## src/rtl/pair_pkg.sv

```systemverilog
package pair_pkg;
  localparam int REG_W = 3;
  localparam int CLS_W = 3;

  typedef enum logic [CLS_W-1:0] {
    CLS_MOVE    = 3'd0,
    CLS_PUSH    = 3'd1,
    CLS_POP     = 3'd2,
    CLS_ARITH   = 3'd3,
    CLS_CARRY   = 3'd4,
    CLS_BRANCH  = 3'd5,
    CLS_COMPLEX = 3'd6,
    CLS_RSVD    = 3'd7
  } op_class_e;

  typedef enum logic [1:0] {
    RSN_PAIR   = 2'd0,
    RSN_FIRST  = 2'd1,
    RSN_SECOND = 2'd2,
    RSN_DEP    = 2'd3
  } reason_e;

  typedef struct packed {
    op_class_e        cls;
    logic             wr_v;
    logic [REG_W-1:0] wr;
    logic [1:0]       rd_v;
    logic [REG_W-1:0] rd0;
    logic [REG_W-1:0] rd1;
  } slot_desc_t;
endpackage

```

## src/rtl/pair_elig.sv

```systemverilog
module pair_elig
  import pair_pkg::*;
(
  input  op_class_e cls,
  output logic      u_ok,
  output logic      v_ok
);
  always_comb begin
    u_ok = 1'b0;
    v_ok = 1'b0;
    unique case (cls)
      CLS_MOVE, CLS_PUSH, CLS_POP, CLS_ARITH: begin
        u_ok = 1'b1;
        v_ok = 1'b1;
      end
      CLS_CARRY:  u_ok = 1'b1;
      CLS_BRANCH: v_ok = 1'b1;
      default: begin
        u_ok = 1'b0;
        v_ok = 1'b0;
      end
    endcase
  end
endmodule

```

## src/rtl/pair_hazard.sv

```systemverilog
module pair_hazard
  import pair_pkg::*;
#(
  parameter int NSRC = 2
) (
  input  slot_desc_t older,
  input  slot_desc_t younger,
  output logic       conflict
);
  logic [NSRC-1:0] rd_hit;
  logic            wr_hit;

  for (genvar k = 0; k < NSRC; k++) begin : g_src
    if (k == 0) begin : g_first
      assign rd_hit[k] = younger.rd_v[k] && (younger.rd0 == older.wr);
    end else begin : g_second
      assign rd_hit[k] = younger.rd_v[k] && (younger.rd1 == older.wr);
    end
  end

  assign wr_hit   = younger.wr_v && (younger.wr == older.wr);
  assign conflict = older.wr_v && (wr_hit || (|rd_hit));
endmodule

```

## src/rtl/pair_decide.sv

```systemverilog
module pair_decide
  import pair_pkg::*;
(
  input  slot_desc_t slot0,
  input  slot_desc_t slot1,
  input  logic       slot1_vld,
  output logic       pair,
  output logic       steer_v,
  output reason_e    reason
);
  logic u0_ok, v0_ok, u1_ok, v1_ok, hz;

  pair_elig u_elig0 (.cls(slot0.cls), .u_ok(u0_ok), .v_ok(v0_ok));
  pair_elig u_elig1 (.cls(slot1.cls), .u_ok(u1_ok), .v_ok(v1_ok));

  pair_hazard #(.NSRC(2)) u_hz (
    .older   (slot0),
    .younger (slot1),
    .conflict(hz)
  );

  always_comb begin
    if (!u0_ok)                      reason = RSN_FIRST;
    else if (!slot1_vld || !v1_ok)   reason = RSN_SECOND;
    else if (hz)                     reason = RSN_DEP;
    else                             reason = RSN_PAIR;
  end

  assign pair    = (reason == RSN_PAIR);
  // a lone V-only entry travels down the V pipe, all other lone entries take U
  assign steer_v = !pair && v0_ok && !u0_ok;

  logic unused_ok;
  assign unused_ok = u1_ok;
endmodule

```

## src/rtl/issue_fifo.sv

```systemverilog
module issue_fifo
  import pair_pkg::*;
#(
  parameter int DEPTH = 8,
  parameter int TAG_W = 8,
  localparam int PTR_W = (DEPTH > 1) ? $clog2(DEPTH) : 1,
  localparam int CNT_W = $clog2(DEPTH + 1)
) (
  input  logic             clk,
  input  logic             rst,
  input  logic             push,
  input  slot_desc_t       push_desc,
  input  logic [TAG_W-1:0] push_tag,
  input  logic [1:0]       pop_n,
  output logic [CNT_W-1:0] cnt,
  output slot_desc_t       h0_desc,
  output logic [TAG_W-1:0] h0_tag,
  output slot_desc_t       h1_desc,
  output logic [TAG_W-1:0] h1_tag
);
  slot_desc_t       desc_mem [DEPTH];
  logic [TAG_W-1:0] tag_mem  [DEPTH];
  logic [PTR_W-1:0] rd_ptr, wr_ptr, rd_nxt;

  function automatic logic [PTR_W-1:0] adv(input logic [PTR_W-1:0] p);
    return (p == PTR_W'(DEPTH - 1)) ? '0 : p + 1'b1;
  endfunction

  assign rd_nxt  = adv(rd_ptr);
  assign h0_desc = desc_mem[rd_ptr];
  assign h0_tag  = tag_mem[rd_ptr];
  assign h1_desc = desc_mem[rd_nxt];
  assign h1_tag  = tag_mem[rd_nxt];

  always_ff @(posedge clk) begin
    if (rst) begin
      rd_ptr <= '0;
      wr_ptr <= '0;
      cnt    <= '0;
      for (int i = 0; i < DEPTH; i++) begin
        desc_mem[i] <= '0;
        tag_mem[i]  <= '0;
      end
    end else begin
      if (push) begin
        desc_mem[wr_ptr] <= push_desc;
        tag_mem[wr_ptr]  <= push_tag;
        wr_ptr           <= adv(wr_ptr);
      end
      case (pop_n)
        2'd1:    rd_ptr <= rd_nxt;
        2'd2:    rd_ptr <= adv(rd_nxt);
        default: rd_ptr <= rd_ptr;
      endcase
      cnt <= cnt + CNT_W'(push) - CNT_W'(pop_n);
    end
  end
endmodule

```

## src/rtl/pair_issue_unit.sv

```systemverilog
module pair_issue_unit
  import pair_pkg::*;
#(
  parameter int DEPTH = 8,
  parameter int TAG_W = 8,
  parameter int CNT_W = 16,
  localparam int QC_W = $clog2(DEPTH + 1)
) (
  input  logic             clk,
  input  logic             rst,
  input  logic             in_valid,
  output logic             in_ready,
  input  logic [CLS_W-1:0] in_cls,
  input  logic             in_wr_vld,
  input  logic [REG_W-1:0] in_wr,
  input  logic [1:0]       in_rd_vld,
  input  logic [REG_W-1:0] in_rd0,
  input  logic [REG_W-1:0] in_rd1,
  input  logic [TAG_W-1:0] in_tag,
  output logic             iss_valid,
  input  logic             iss_ready,
  output logic             iss_pair,
  output logic             iss_steer_v,
  output logic [1:0]       iss_reason,
  output logic [TAG_W-1:0] iss_tag_old,
  output logic [TAG_W-1:0] iss_tag_young,
  output logic [CNT_W-1:0] paired_cnt,
  output logic [CNT_W-1:0] single_cnt
);
  slot_desc_t      in_desc, h0, h1;
  logic [QC_W-1:0] qcnt;
  logic            push, fire;
  logic [1:0]      pop_n;
  reason_e         rsn;

  assign in_desc = '{cls: op_class_e'(in_cls), wr_v: in_wr_vld, wr: in_wr,
                     rd_v: in_rd_vld, rd0: in_rd0, rd1: in_rd1};

  assign in_ready  = (qcnt != QC_W'(DEPTH));
  assign push      = in_valid && in_ready;
  assign iss_valid = (qcnt != '0);
  assign fire      = iss_valid && iss_ready;
  assign pop_n     = fire ? (iss_pair ? 2'd2 : 2'd1) : 2'd0;

  issue_fifo #(.DEPTH(DEPTH), .TAG_W(TAG_W)) u_q (
    .clk      (clk),
    .rst      (rst),
    .push     (push),
    .push_desc(in_desc),
    .push_tag (in_tag),
    .pop_n    (pop_n),
    .cnt      (qcnt),
    .h0_desc  (h0),
    .h0_tag   (iss_tag_old),
    .h1_desc  (h1),
    .h1_tag   (iss_tag_young)
  );

  pair_decide u_dec (
    .slot0    (h0),
    .slot1    (h1),
    .slot1_vld(qcnt >= QC_W'(2)),
    .pair     (iss_pair),
    .steer_v  (iss_steer_v),
    .reason   (rsn)
  );
  assign iss_reason = rsn;

  always_ff @(posedge clk) begin
    if (rst) begin
      paired_cnt <= '0;
      single_cnt <= '0;
    end else if (fire) begin
      if (iss_pair) paired_cnt <= paired_cnt + 1'b1;
      else          single_cnt <= single_cnt + 1'b1;
    end
  end
endmodule

```

## config.mk

```make
export PLATFORM = sky130hd
export DESIGN_NAME = pair_issue_unit
export DESIGN_NICKNAME = d
export VERILOG_FILES = /design/src/rtl/pair_pkg.sv /design/src/rtl/pair_elig.sv /design/src/rtl/pair_hazard.sv /design/src/rtl/pair_decide.sv /design/src/rtl/issue_fifo.sv /design/src/rtl/pair_issue_unit.sv
export SDC_FILE = /design/constraint.sdc
export NUM_CORES = 1
export LEC_CHECK = 0
export BUFFER_PORTS_ARGS = -buffer_cell sky130_fd_sc_hd__buf_2
export CAP_MARGIN = 10
export CORE_ASPECT_RATIO = 0.7
export CORE_MARGIN = 2
export CORE_UTILIZATION = 66
export CTS_CLUSTER_SIZE = 25
export DETAILED_ROUTE_END_ITERATION = 12
export GPL_TIMING_DRIVEN = 0
export PLACE_DENSITY = 0.95
export REMOVE_ABC_BUFFERS = 1
export SYNTH_ARGS = -nofsm -noshare
export SYNTH_HDL_FRONTEND = slang
export SYNTH_SLANG_ARGS = --single-unit
export TNS_END_PERCENT = 10
```

## constraint.sdc

```tcl
create_clock -name clk -period 6.5 [get_ports clk]
set_clock_uncertainty 0.1 [all_clocks]
set_input_delay 0.975 -clock clk [delete_from_list [all_inputs] [get_ports clk]]
set_output_delay 0.975 -clock clk [all_outputs]
set_load 0.05 [all_outputs]
```

# Yosys cells after proc, flatten, opt, wreduce, memory -nomap -nowiden
# Memory sizes are Yosys's and may differ from the RTL's. A register that Yosys moved wholly into a read port is not among the register bits.
# Index checks and enable logic that the tools add are counted.
# classes
add_sub_neg,7
order_cmp,1
n_eq_ne,18
n_mux,27
bitwise,1
reduce_logical,27
# ops
cell,count
$add 16x1->16 const B,2
$mux 3,9
$eq 3x3->1 const B,6
$mux 15,1
$reduce_or 15->1,1
$reduce_or 5->1,3
$eq 3x2->1 const B,4
$mux 1,10
$mux 2,5
$add 3x1->3 const B,3
$eq 3x3->1,3
$logic_and 1x1->1,8
$mux 8,1
$reduce_or 8->1,1
$eq 3x1->1 const B,2
$logic_not 3->1,2
$pmux 3 s2,1
$add 4x1->4,1
$ge 4x2->1 const B,1
$logic_not 1->1,4
$ne 4x4->1 const B,1
$reduce_and 2->1,2
$reduce_bool 4->1,1
$sub 4x2->4,1
other kinds (7),8
# totals
register_bits,42
ramBits,184
in_bits,27
out_inout_bits,54
memories,2
# mem_list
name,words,word_bits,read_ports,rd_ports_with_merged_regs,write_ports,line,source
u_q.desc_mem,8,15,2,1,8,issue_fifo.sv:21,slot_desc_t desc_mem [DEPTH];
u_q.tag_mem,8,8,2,1,8,issue_fifo.sv:22,logic [TAG_W-1:0] tag_mem [DEPTH];

# Longest topological paths before layout
# An unclocked memory read counts as a cell.
# depth
depth_word,18
mapped_depth,20
depth_no_buf,17

# Cells and area by module
# A second synthesis with hierarchy kept.
# unflattened
hier_cells,1042
hier_area_um2,12660.9
# by_module_without_submodules
module,instances,cells_each,area_each_um2
issue_fifo,1,843,10844.2
pair_issue_unit,1,173,1635.3
pair_hazard,1,14,107.6
pair_decide,1,6,38.8
pair_elig,2,3,17.5

# Worst setup path before layout
# Ideal clock, no wire load.
# synth_timing
path_type,register to output
startpoint,reg u_q.rd_ptr[0]
endpoint,out iss_reason[1]
arrival_ns,3.318
slack_ns,2.107
path_stages_with_launch,12
n_path_buf,1
path_cell_list,dfxtp_1 > ha_1 > ha_1 > buf_2 > clkinv_1 > a2111oi_0 > nor4_1 > a2111oi_0 > o211ai_1 > a21oi_2 > nor2_1 > nor2_1
# synth_between
elab_chain_len,11
word_cells_on_any_way,25
cone_classes,add/sub (1); eq/ne (8); mux (5); reduce/logical (10); memory (1)
# synth_lines
item,line,source
"start, declared",issue_fifo.sv:23,"logic [PTR_W-1:0] rd_ptr, wr_ptr, rd_nxt;"
"start signal, assigned",issue_fifo.sv:51,2'd1: rd_ptr <= rd_nxt;
"start signal, assigned",issue_fifo.sv:52,2'd2: rd_ptr <= adv(rd_nxt);
"start signal, assigned",issue_fifo.sv:53,default: rd_ptr <= rd_ptr;
$add 3x1->3 or $eq 3x3->1 (tied branches),issue_fifo.sv:26,return (p == PTR_W'(DEPTH - 1)) ? '0 : p + 1'b1;
$mux 3 *,issue_fifo.sv:26,
$mem_v2 8x15 *,n/a,
$eq 3x3->1 (on tied branches),"pair_hazard.sv:15, pair_hazard.sv:17",
$logic_and 1x1->1 (on tied branches),"pair_hazard.sv:15, pair_hazard.sv:17",
$reduce_or 2->1,pair_hazard.sv:22,assign conflict = older.wr_v && (wr_hit || (|rd_hit));
$logic_or 1x1->1,pair_hazard.sv:22,
$logic_and 1x1->1,pair_hazard.sv:22,
$mux 2,pair_decide.sv:25,else if (hz) reason = RSN_DEP;
$mux 2 *,pair_decide.sv:24,else if (!slot1_vld || !v1_ok) reason = RSN_SECOND;
$mux 2 *,pair_decide.sv:23,if (!u0_ok) reason = RSN_FIRST;
"end, declared",pair_issue_unit.sv:24,"output logic [1:0] iss_reason,"
# Mark *: on every way between the ends. The rest lies on a longest branch, timed or not.

# Final worst setup path
# layout_timing
startpoint,reg u_q.rd_ptr[0]
endpoint,out iss_reason[0]
# Same word-level chain as after synthesis.

==> out/qor.yml <==
global_route:
  grt.total_usage_pct: 35.7
  grt_pass1_vias: 8884
  grt_max_degree: 49
  grt_overflow: 0
  antenna_found_initial: 1
  grt_pass1_wl_um: 50200
pwr:
  switching_share_pct: 38.6
  peakVddDrop_v: 0.000288
  p_per_area_mw_per_mm2: 377
  cellInternalPower_w: 0.00305
  p_switching_w: 0.00192
  clock_power_share_pct: 25.2
  comb_power_share_pct: 37.9
  pwr-share-seq_pct: 37.0
  p_leak_nw: 4.89
yosys:
  netlist_top_cells_count: "and2_1 (186), edfxtp_1 (184), mux4_2 (53)"
  synthTopCellsByArea: "edfxtp_1 (47%), mux4_2 (10%), and2_1 (10%), dfxtp_1 (7.7%), mux2i_1 (2.1%)"
  synth-async-reset-ratio_pct: 0
  yosysWarnings: 0
  synth-edff-count: 184
  synthFlopType: "edfxtp_1"
  ys_types: 69
  synth_seq_cells: 229
  synth-seq-area-share_pct: 55.1
  post-synth-top-count-cell: "and2_1"
  synth_top_area_share_pct: 47.4
  avgSynthCellArea_um2: 12.6
  synth.cell_area_mm2: 0.0117
  yosysTopAreaCell: "edfxtp_1"
  synth_cells: 926
worst_setup_path:
  critPathMaxFanout: 36
  path_class: "reg -> out"
  slowest_delay_ns: 0.67
  critical-path-top-delay-family: "compound AO/OA/AOI/OAI gates"
  cp_slowest_cell: "dfxtp_4"
  path_cells: "ha_2 > ha_2 > buf_12 > clkinv_1 > a2111oi_0 > nor4_1 > a2111oi_0 > o211ai_1 > a21oi_2 > a21o_1 > buf_2"
  worstPathRequired_ns: 5.42
  critPathCaptureType: "output pin"
  critPathArrivalTime_ns: 5.16
  critPathLaunchType: "flip-flop"
  path_buf_inv: 3
worst_hold_path:
  hold_path.class: "reg -> reg"
routing:
  via_per_inst: 7.13
  top_layer: "met4"
  drc: 0
  drt-met1-wl_um: 11100
  dr_wl_met2_um: 15500
  ant_nets: 0
  first_pass_iters: 6
  drt_wl_total_um: 33000
  met3_length_um: 4660
  vias: 8829
  routedWlPerCell_um: 26.6
  drtIter0Drc: 1389
timing:
  fin_ws_ns: 0.262
  whs_ns: 0.405
  rsz0062_at_grt: "no"
  tightestPinTransition_ns: 1.27
  clock.fmax_ghz: 0.160
  maxSlewHeadroom_pct: 15.0
  hold_viol_final: 0
  period_minus_slack_ns: 6.24
  report.final.slew_viol_count: 0
  post-route-period-util_pct: 96.0
  setup_violations: 0
floorplan:
  io_pins: 81
  coreArea_mm2: 0.0172
  rows: 40
  die_h_um: 115
  dieArea_mm2: 0.0188
  die_w_um: 163
  start_util_pct: 67.8
status:
  status: "finished clean"
cts:
  cts_tree: "yes"
  clk_pin_slew_ns: 0.07
  clock_latency_ns: 0.52
  clockBufferDepth: 3
  cts-root-buf: "clkbuf_16"
  cts_hold_buf: 0
  numCtsBuffers: 23
  cts_num_sinks: 229
  htreeDepth: 1
layout:
  syn2layout_area_growth_pct: 13.3
  utilization_pct: 76.8
  final_nets: 1032
  drive_above_1_share_pct: 22.8
flow_run:
  drv_cap: 0
place:
  dp_slack_ns: -1.32
  hpwl_um: 19800
  port_buffers: 80
  place_congestion: 0.836
==> worst paths after layout <==
kind	end	startpoint	cells past startpoint	slack [ns]
worst min register to register	single_cnt[12]$_SDFFE_PP0P_	single_cnt[12]$_SDFFE_PP0P_	2	0.41
worst max-delay path	iss_reason[0]	u_q.rd_ptr[0]$_SDFFE_PP0N_	11	0.26
worst min-delay path	single_cnt[12]$_SDFFE_PP0P_	single_cnt[12]$_SDFFE_PP0P_	2	0.41
worst max register to register	u_q.cnt[2]$_SDFF_PP0_	u_q.rd_ptr[0]$_SDFFE_PP0N_	18	0.31
==> registers in the layout (all words and copies together) (netlist names), named ones only <==
signal and cells:
u_q.desc_mem 120, u_q.tag_mem 64, paired_cnt 16, single_cnt 16, u_q.cnt 4, u_q.rd_ptr 3
u_q.wr_ptr 3
==> cells by family (layout without fill, tap and decap cells) <==
group                      Yosys count  in the layout  share of synthesized area, %
xor gates and xnor gates            18             18                          1.35
muxes                               95             95                          14.1
buffers and inverters               83            163                          2.99
DFF                                229            229                          55.1
AOI/OAI and AO/OA                  108            108                          6.26
adders and majority gates           14             14                          1.57
other                                0              1                             0
and+or+nand+nor                    379            379                          18.7
==> area by class of cell <==
cell class	count	area [um2]
tap	231	289
multi-input combinational	614	5020
sequential	229	6430
clock inverter	10	80.1
fill	906	4000
timing repair buffer	96	698
clock buffer	30	602
antenna	1	2.50
inverter	27	101
==> placed cells by master (no fill, tap or decap), types with 12 or more instances in the layout <==
cell / Yosys / routed
a21oi_1: 20 / 20
clkbuf_16: 0 / 23
mux2i_1: 24 / 24
xnor2_1: 12 / 12
nand2_1: 38 / 37
nor2_1: 45 / 39
and2_1: 186 / 186
nand3_1: 17 / 17
mux2_2: 15 / 15
inv_1: 25 / 25
dfxtp_1: 45 / 42
buf_2: 12 / 80
o21ai_0: 31 / 25
edfxtp_1: 184 / 184
mux4_2: 53 / 53
==> power groups by stage <==
stage               Combinational [W]  Sequential [W]  Clock, W
finish                        0.00189         0.00184   0.00125
global route                  0.00196         0.00185   0.00130
CTS                           0.00182         0.00183   0.00124
detailed placement            0.00178         0.00186         0
global placement              0.00165         0.00187         0
floorplan                     0.00128         0.00183         0
==> per-stage QoR <==
step | power (W) | setup TNS, ns | instance area (um2) | std cells
final | 0.00498 | 0 | 13200 | 1238
after detailed placement | 0.00364 | -11.54 | 12500 | 1197
after global routing | 0.00511 | 0 | 13200 | 1238
after CTS | 0.00489 | 0 | 13200 | 1237
after global placement | 0.00352 | -49.73 | 12100 | 1181
after floorplan | 0.00311 | 0 | 11400 | 870
==> layer usage <==
metal	vias to the layer above	global-route usage, %
li1	3563	-
met1	4227	46.1
met2	857	57.9
met3	182	8.51
met4	0	17.9
met5	-	0
==> what timing repair did <==
item / in CTS / in global routing
gates resized for setup: 4 / 2
buffers inserted: 0 / 0
setup endpoints to repair: 19 / 4
cloned: 0 / 0
==> worst register-to-register path, cell delays in order, from the launching register on <==
cell       delay, ns
dfxtp_4         0.67
ha_2            0.28
ha_2            0.51
buf_12          0.29
clkinv_1        0.49
a2111oi_0       0.63
nor4_1          0.13
a2111oi_0       0.43
o211ai_1        0.29
a31oi_4         0.49
nand2_2         0.34
inv_1           0.19
ha_1            0.26
inv_1           0.09
ha_1            0.19
inv_1           0.07
fa_1            0.38
xor2_1          0.14
nor2_1          0.06
(Power assumes the default switching activity.)
